`config.mk`:
```
export PLATFORM = sky130hd
export DESIGN_NAME = codec_link_timer
export DESIGN_NICKNAME = d
export VERILOG_FILES = /design/src/rtl/link_timer_pkg.sv /design/src/rtl/lt_tick_gen.sv /design/src/rtl/lt_seq_timer.sv /design/src/rtl/lt_idle_mon.sv /design/src/rtl/codec_link_timer.sv
export SDC_FILE = /design/constraint.sdc
export NUM_CORES = 1
export LEC_CHECK = 0
export BUFFER_PORTS_ARGS = -buffer_cell sky130_fd_sc_hd__buf_2
export CORE_MARGIN = 3
export CORE_UTILIZATION = 55
export DETAILED_ROUTE_END_ITERATION = 12
export GPL_TIMING_DRIVEN = 0
export PLACE_DENSITY = 0.83
export SLEW_MARGIN = 20
export SYNTH_ARGS = -nofsm -noshare
export SYNTH_HDL_FRONTEND = slang
export SYNTH_HIERARCHICAL = 1
export SYNTH_SLANG_ARGS = --single-unit
```
`constraint.sdc`:
```
create_clock -name clk_i -period 3.55 [get_ports clk_i]
set_clock_uncertainty 0.2 [all_clocks]
set_input_delay 0.71 -clock clk_i [delete_from_list [all_inputs] [get_ports clk_i]]
set_output_delay 0.71 -clock clk_i [all_outputs]
set_load 0.05 [all_outputs]
```
`src/rtl/link_timer_pkg.sv`:
```
package link_timer_pkg;
  // tick counts of the two fixed sequences
  localparam int unsigned RST_TICKS   = 4;
  localparam int unsigned RES_TICKS   = 5;
  // synchronizer depth on the bit clock
  localparam int unsigned SYNC_STAGES = 2;
endpackage

```
`src/rtl/lt_tick_gen.sv`:
```
module lt_tick_gen #(
  parameter int unsigned RELOAD = 49
) (
  input  logic clk_i,
  input  logic rst_ni,
  output logic tick_o
);
  localparam int unsigned CW = (RELOAD > 0) ? $clog2(RELOAD + 1) : 1;

  logic [CW-1:0] cnt_q;

  assign tick_o = (cnt_q == '0);

  always_ff @(posedge clk_i or negedge rst_ni) begin
    if (!rst_ni)     cnt_q <= CW'(RELOAD);
    else if (tick_o) cnt_q <= CW'(RELOAD);
    else             cnt_q <= cnt_q - 1'b1;
  end
endmodule

```
`src/rtl/lt_seq_timer.sv`:
```
module lt_seq_timer #(
  parameter int unsigned TICKS         = 4,
  parameter bit          BUSY_AT_RESET = 1'b0
) (
  input  logic clk_i,
  input  logic rst_ni,
  input  logic tick_i,
  input  logic start_i,
  output logic busy_o
);
  localparam int unsigned CW = (TICKS > 1) ? $clog2(TICKS) : 1;

  logic [CW-1:0] cnt_q;
  logic          busy_q;

  assign busy_o = busy_q;

  always_ff @(posedge clk_i or negedge rst_ni) begin
    if (!rst_ni) begin
      busy_q <= BUSY_AT_RESET;
      cnt_q  <= '0;
    end else if (!busy_q) begin
      if (start_i) begin
        busy_q <= 1'b1;
        cnt_q  <= '0;
      end
    end else if (tick_i) begin
      // a tick on the start edge is not counted (busy_q was low)
      if (cnt_q == CW'(TICKS - 1)) busy_q <= 1'b0;
      cnt_q <= cnt_q + 1'b1;
    end
  end
endmodule

```
`src/rtl/lt_idle_mon.sv`:
```
module lt_idle_mon #(
  parameter int unsigned LIMIT  = 33,
  parameter int unsigned STAGES = 2
) (
  input  logic clk_i,
  input  logic rst_ni,
  input  logic bit_clk_i,
  output logic idle_o
);
  localparam int unsigned CW = $clog2(LIMIT + 1);

  logic [STAGES:0] sh_q;
  logic [CW-1:0]   cnt_q;
  logic            chg;

  // extra flop past the synchronizer gives both-edge detection
  assign chg    = sh_q[STAGES] ^ sh_q[STAGES-1];
  assign idle_o = (cnt_q == CW'(LIMIT));

  always_ff @(posedge clk_i or negedge rst_ni) begin
    if (!rst_ni) begin
      sh_q  <= '0;
      cnt_q <= '0;
    end else begin
      sh_q <= {sh_q[STAGES-1:0], bit_clk_i};
      if (chg)          cnt_q <= '0;
      else if (!idle_o) cnt_q <= cnt_q + 1'b1;
    end
  end
endmodule

```
`src/rtl/codec_link_timer.sv`:
```
module codec_link_timer
  import link_timer_pkg::*;
#(
  parameter int unsigned TICK_RELOAD = 49,
  parameter int unsigned IDLE_LIMIT  = 33
) (
  input  logic clk_i,
  input  logic rst_ni,
  input  logic cold_req_i,
  input  logic resume_req_i,
  input  logic bit_clk_i,
  output logic codec_rst_no,
  output logic sync_o,
  output logic rst_busy_o,
  output logic resume_busy_o,
  output logic suspended_o
);
  logic tick;
  logic cold_q, res_q;
  logic cold_start, res_start;
  logic rst_busy, res_busy, rst_active;

  always_ff @(posedge clk_i or negedge rst_ni) begin
    if (!rst_ni) begin
      cold_q <= 1'b0;
      res_q  <= 1'b0;
    end else begin
      cold_q <= cold_req_i;
      res_q  <= resume_req_i;
    end
  end

  assign rst_active = rst_busy | cold_req_i;
  assign cold_start = cold_req_i & ~cold_q;
  assign res_start  = resume_req_i & ~res_q & ~rst_active;

  lt_tick_gen #(.RELOAD(TICK_RELOAD)) u_tick (
    .clk_i  (clk_i),
    .rst_ni (rst_ni),
    .tick_o (tick)
  );

  lt_seq_timer #(.TICKS(RST_TICKS), .BUSY_AT_RESET(1'b1)) u_rst_seq (
    .clk_i   (clk_i),
    .rst_ni  (rst_ni),
    .tick_i  (tick),
    .start_i (cold_start),
    .busy_o  (rst_busy)
  );

  lt_seq_timer #(.TICKS(RES_TICKS), .BUSY_AT_RESET(1'b0)) u_res_seq (
    .clk_i   (clk_i),
    .rst_ni  (rst_ni),
    .tick_i  (tick),
    .start_i (res_start),
    .busy_o  (res_busy)
  );

  lt_idle_mon #(.LIMIT(IDLE_LIMIT), .STAGES(SYNC_STAGES)) u_idle (
    .clk_i     (clk_i),
    .rst_ni    (rst_ni),
    .bit_clk_i (bit_clk_i),
    .idle_o    (suspended_o)
  );

  assign codec_rst_no  = ~rst_active;
  assign rst_busy_o    = rst_busy;
  assign sync_o        = res_busy;
  assign resume_busy_o = res_busy;
endmodule

```
== After elaboration in Yosys (flattened, before gate mapping) ==
Index checks and enable logic that the tools add are counted.

* Bits of input ports: 5
* Register bits: 24
* Output and inout bits: 5

* Bitwise operators: 8
* Equal/unequal tests: 6
* Add/subtract/negate cells: 4
* Multiplexer cells: 17
* Reduce and logical (&&, ||, !) cells: 5

{| class="wikitable"
|+ Operators by type and width
! cell !! number
|-
| 6-bit 2-to-1 mux || 3
|-
| 3-bit 2-to-1 mux || 3
|-
| 1-bit 2-to-1 mux || 8
|-
| 6-bit by 1-bit adder with 6-bit output, second input constant || 1
|-
| 6-bit == test, second input constant || 1
|-
| 6-bit logical NOT || 1
|-
| 2-bit 2-to-1 mux || 3
|-
| 6-bit by 1-bit subtractor with 6-bit output, second input constant || 1
|-
| 2-bit inequality test, second input constant || 2
|-
| 2-bit AND reduction || 2
|-
| 2-bit nonzero test || 2
|-
| 3-bit by 1-bit adder with 3-bit output, second input constant || 1
|-
| 1-bit AND || 3
|-
| 3-bit == test, second input constant || 1
|-
| 1-bit inverter || 3
|-
| 2-bit by 1-bit adder with 2-bit output, second input constant || 1
|-
| 2-bit == test, second input constant || 1
|-
| 2-bit by 1-bit inequality test with 1-bit output, second input constant || 1
|-
| 1-bit OR || 1
|-
| 1-bit XOR || 1
|}

== Logic depth before layout (Yosys ltp) ==
* Word-level depth: 5
* Depth in mapped cells: 6
* Mapped depth without buffers: 6

== Modules after synthesis ==
Netlist, hierarchy kept.

{| class="wikitable"
|+ By module, submodules not included
! module !! area an instance (um^2) !! sequential area each (um^2) !! cells each !! times used
|-
| lt_idle_mon || 430.4 || 225.2 || 36 || 1
|-
| lt_tick_gen || 292.8 || 153.9 || 28 || 1
|-
| lt_seq_timer at u_res_seq || 239.0 || 100.1 || 21 || 1
|-
| lt_seq_timer at u_rst_seq || 142.6 || 76.3 || 11 || 1
|-
| codec_link_timer || 82.6 || 50.0 || 6 || 1
|}

== Worst setup path before layout ==
No wires, ideal clock.

* Kind: reg2out
* From: register u_idle.cnt_q[1]
* To: output suspended_o
* Data required time: 2.640 ns
* Setup slack: 1.210 ns
* Cell stages (with the launch flop): 5
* Arrival: 1.430 ns
* Path through: dfrtp_1 inv_1 ha_1 nand4bb_4 nor2_1

* Word-level cells in the longest chain between the ends: 1

{| class="wikitable"
|+ RTL lines
! item !! RTL line !! RTL
|-
| start, declared || lt_idle_mon.sv:13 || <nowiki>logic [CW-1:0] cnt_q;</nowiki>
|-
| start signal, assigned || lt_idle_mon.sv:27 || <nowiki>else if (!idle_o) cnt_q <= cnt_q + 1'b1;</nowiki>
|-
| 6-bit == test || lt_idle_mon.sv:18 || <nowiki>assign idle_o = (cnt_q == CW'(LIMIT));</nowiki>
|-
| end, declared || codec_link_timer.sv:16 || <nowiki>output logic suspended_o</nowiki>
|}

No other way between the ends.

== Final worst setup path ==
Same ends and word-level chain as after synthesis.

==> summary by stage <==
Outcome
The run finished with clean final reports.

Timing
Setup violations remaining at the end of the flow were counted as 0. In the finished design, the share of the clock period the worst path needs comes to 68.4%. Subtracting the final worst setup slack from the clock period gives 2.43 ns. Measured against its own limit, the worst slew margin works out to 66.4%. The highest attainable clock frequency is 0.412 GHz. The measured slew at the worst slew-check pin is 0.504 ns. Setup repair after global routing left no endpoint under its margin. The count of final max-slew check failures is 0. The number of failing hold endpoints at the final stage is 0.

The summed negative setup slack over all endpoints is 0 ns.

Global routing
The total routing resource utilization after global routing is 15.5%. The number of antenna violations at the first check in global routing is 0. The maximum number of pins on one net before global-route repair is 25. The number of global-route vias before repair is 764. Summed over all layers, the global routing overflow is 0. The first global-routing pass estimated 3110 µm of wire.

Placement
In this run the cell area measured after placement is 1270 µm². The final weighted congestion in routability-driven placement is 0.714. The count of port buffers added during placement is 9. Detailed placement ended at an HPWL of 1350 µm.

Die
For this configuration, the core starts out at a cell density of 59.3%. Pin placement for this block handled 10 I/O pins. The core region is 2000 µm².

The y dimension of the die is 52.5 µm. The width of the die is 52.5 µm. The die covers 2750 µm². The number of rows created at floorplan is 16.

Setup path
The largest fanout of any net on the critical path is 6. The capture point of the worst reg-to-reg path is u_rst_seq/cnt_q[1]$_DFFE_PN0P_. The number of cells on the worst reg-to-reg path is 6. Tracing the worst setup path back leads to its startpoint at u_idle/cnt_q[1]$_DFFE_PN0P_. The data arrival time of the critical path is 1.52 ns. The required time at the worst-slack endpoint is 2.64 ns.

The worst setup path category is reg -> out. The type of element capturing the critical path is a primary output. The register-to-register path setup slack is 1.51 ns.

The delay of the slowest critical-path stage is 0.44 ns. The most critical setup path has its endpoint at suspended_o. The critical path goes through inv_1, ha_1, nand4bb_4, nor2_1, buf_2.

The worst setup path is launched from a flip-flop. The worst register-to-register path begins at u_tick/cnt_q[0]$_DFF_PN1_. The critical-path cell with the highest stage delay is dfrtp_1.

Clock network
Once the clock tree was built, the setup fixing pass inserted 0 buffers. The maximum clock path buffer count is 2. The root buffer cell chosen for the clock tree is clkbuf_4.

The maximum level of the CTS H-tree is 1. TritonCTS built the clock tree. The clock reaches the later pin of the worst-skew pair after 0.30 ns. For this design, the CTS-stage hold fixing added 0 buffers. Clock tree synthesis found a total of 24 sinks.

After clock tree synthesis, the repair step resized 0 gates. The clock input transition at the sequential cells of the worst setup and hold paths is 0.12 ns. TritonCTS created 3 clock buffers.

Routing
The average routed wire per standard cell is 12.9 µm. The number of DRC markers after the initial detailed-route iteration is 15. The antenna violation net count after detailed routing is 0.

After detailed routing, the number of vias per cell comes to 5.23. Across all layers, the routed design uses 742 vias. For this block, the routed nets add up to 1830 µm of wire.

The pre-antenna-repair detailed-routing pass consisted of 4 iterations. For this run, design rule violations remaining after detail routing come to 0.

Logic synthesis
The post-synthesis instance area is 1190 µm². The netlist uses 38 different library cells. The proportion of synthesized chip area in sequential cells is 51.0%. For this run, the number of Yosys warnings is 6. In the post-synthesis netlist, the biggest area contributors are dfrtp_1, dfstp_2, ha_1. Synthesis produced a netlist with a net count of 114. The number of cells produced by synthesis is 102. The top-area cell type share of the netlist area is 42.1%. The cell accounting for the most synthesized area is dfrtp_1. Synthesis inferred 24 register bits. The mean cell area of the mapped netlist is 11.6 µm².

Cells and area
After filler insertion, the fill cell instance count of the layout stands at 159. The area growth from synthesis to layout is 11.1%. With fillers left out, the area of the finished cells amounts to 1320 µm².

The net count of the finished layout is 128. 0 antenna diodes ended up in the layout. The ratio of cells with drive above 1 in the final layout is 25.2%. The final cell utilization of the core is 65.9%.

Power
Power comes to 0.580 mW. The maximum VDD drop is 0.260 mV. The cell leakage power is 0.632 nW. The power density over the cells is 440 nW/µm².

Min path
The class of the worst hold path is in -> async.

Job
The total of max-cap violations is 0.
==> worst max-delay path: cells and delay by family (launching register included) <==
kind | cells | cell delay [ns]
flops | 1 | 0.44
fa+ha+maj | 1 | 0.19
buf+inv | 2 | 0.33
simple gates | 2 | 0.26
==> power breakdown <==
group          internal (mW)  switching (mW)  total, mW
combinational         0.0371          0.0436     0.0808
clock                  0.114          0.0739      0.188
sequential             0.293          0.0190      0.312
total                  0.444           0.137      0.580
==> registers in the layout, summed over array words and instances, names as in the netlist <==
signal,cells
res_q,1
u_rst_seq/busy_o,1
u_rst_seq/cnt_q,2
u_res_seq/busy_o,1
cold_q,1
u_tick/cnt_q,6
u_res_seq/cnt_q,3
u_idle/sh_q,3
u_idle/cnt_q,6
==> per-stage QoR <==
| step | std cells | hold WS, ns | worst slack [ns] |
|---|---|---|---|
| finish | 142 | 0.160 | 1.12 |
| global route | 142 | 0.166 | 0.985 |
| CTS | 142 | 0.169 | 1.12 |
| detailed placement | 138 | 0.139 | 1.46 |
| global placement | 138 | 0.143 | 1.46 |
| floorplan | 102 | 0.131 | 1.21 |
==> cells by family after synthesis <==
| group | after synthesis | share of synthesized area, % |
|---|---|---|
| adders and majority gates | 7 | 7.38 |
| muxes | 2 | 2.21 |
| DFF | 24 | 51.0 |
| and+or+nand+nor | 35 | 18.3 |
| buffers and inverters | 9 | 4.43 |
| AOI/OAI and AO/OA | 17 | 10.7 |
| xor gates and xnor gates | 8 | 5.90 |
==> how the worst min path moves through the flow <==
stage | start | endpoint | slack (ns)
4_1_cts | rst_ni | u_tick/cnt_q[1]$_DFF_PN0_ | 0.17
2_1_floorplan | u_idle/sh_q[0]$_DFF_PN0_ | u_idle/sh_q[1]$_DFF_PN0_ | 0.13
3_5_place_dp | u_idle/sh_q[0]$_DFF_PN0_ | u_idle/sh_q[1]$_DFF_PN0_ | 0.14
5_1_grt | rst_ni | u_tick/cnt_q[3]$_DFF_PN0_ | 0.17
3_3_place_gp | u_idle/sh_q[0]$_DFF_PN0_ | u_idle/sh_q[1]$_DFF_PN0_ | 0.14
6_report | rst_ni | u_res_seq/cnt_q[0]$_DFFE_PN0P_ | 0.16
==> layout make-up <==
cell class | instances | area, µm² | area share (%)
Inverter | 6 | 22.5 | 1.71
Clock buffer | 3 | 22.5 | 1.71
Clock inverter | 1 | 30.0 | 2.28
Sequential cell | 24 | 606 | 45.9
Buffer | 3 | 30.0 | 2.28
Multi-Input combinational cell | 69 | 529 | 40.1
Tap cell | 27 | 33.8 | 2.56
Timing Repair Buffer | 9 | 45.0 | 3.42
==> metal layers <==
metal	track usage [%]	up-vias	share of wire [%]	wire, µm
met2	26.9	12	50	908
met4	5.11	0	1.0	19
met3	3.42	2	3.0	55
met1	19.0	350	46	843
li1	-	378	-	-
met5	0	-	0	0
==> placed cells by master, fill, tap and decap left out, types with 2 or more instances in the layout <==
master and instances:
xor2_1 4, clkbuf_4 3, xnor2_1 4, buf_6 2
nor2_1 10, nand3_1 4, a21oi_1 3, inv_1 6
dfstp_2 4, nor3_1 4, or3_1 2, nand2_1 3
o21ai_0 3, dfrtp_1 20, nor3b_1 2, nand3b_1 2
ha_1 7, buf_2 9
==> cell usage after synthesis, drive strengths merged <==
cell type and instances:
a21o 1, a21oi 4, a22o 1, a31oi 1, a41oi 1, and2 1
buf 3, dfrtp 20, dfstp 4, ha 7, inv 6, mux2 2
nand2 4, nand3 4, nand3b 2, nand4b 1, nand4bb 1, nor2 10
nor2b 1, nor3 4, nor3b 2, nor4b 1, o211ai 1, o21a 1
o21ai 5, o311a 1, o31ai 1, or2b 1, or3 2, or3b 1
xnor2 4, xor2 4
(Power assumes the default switching activity.)
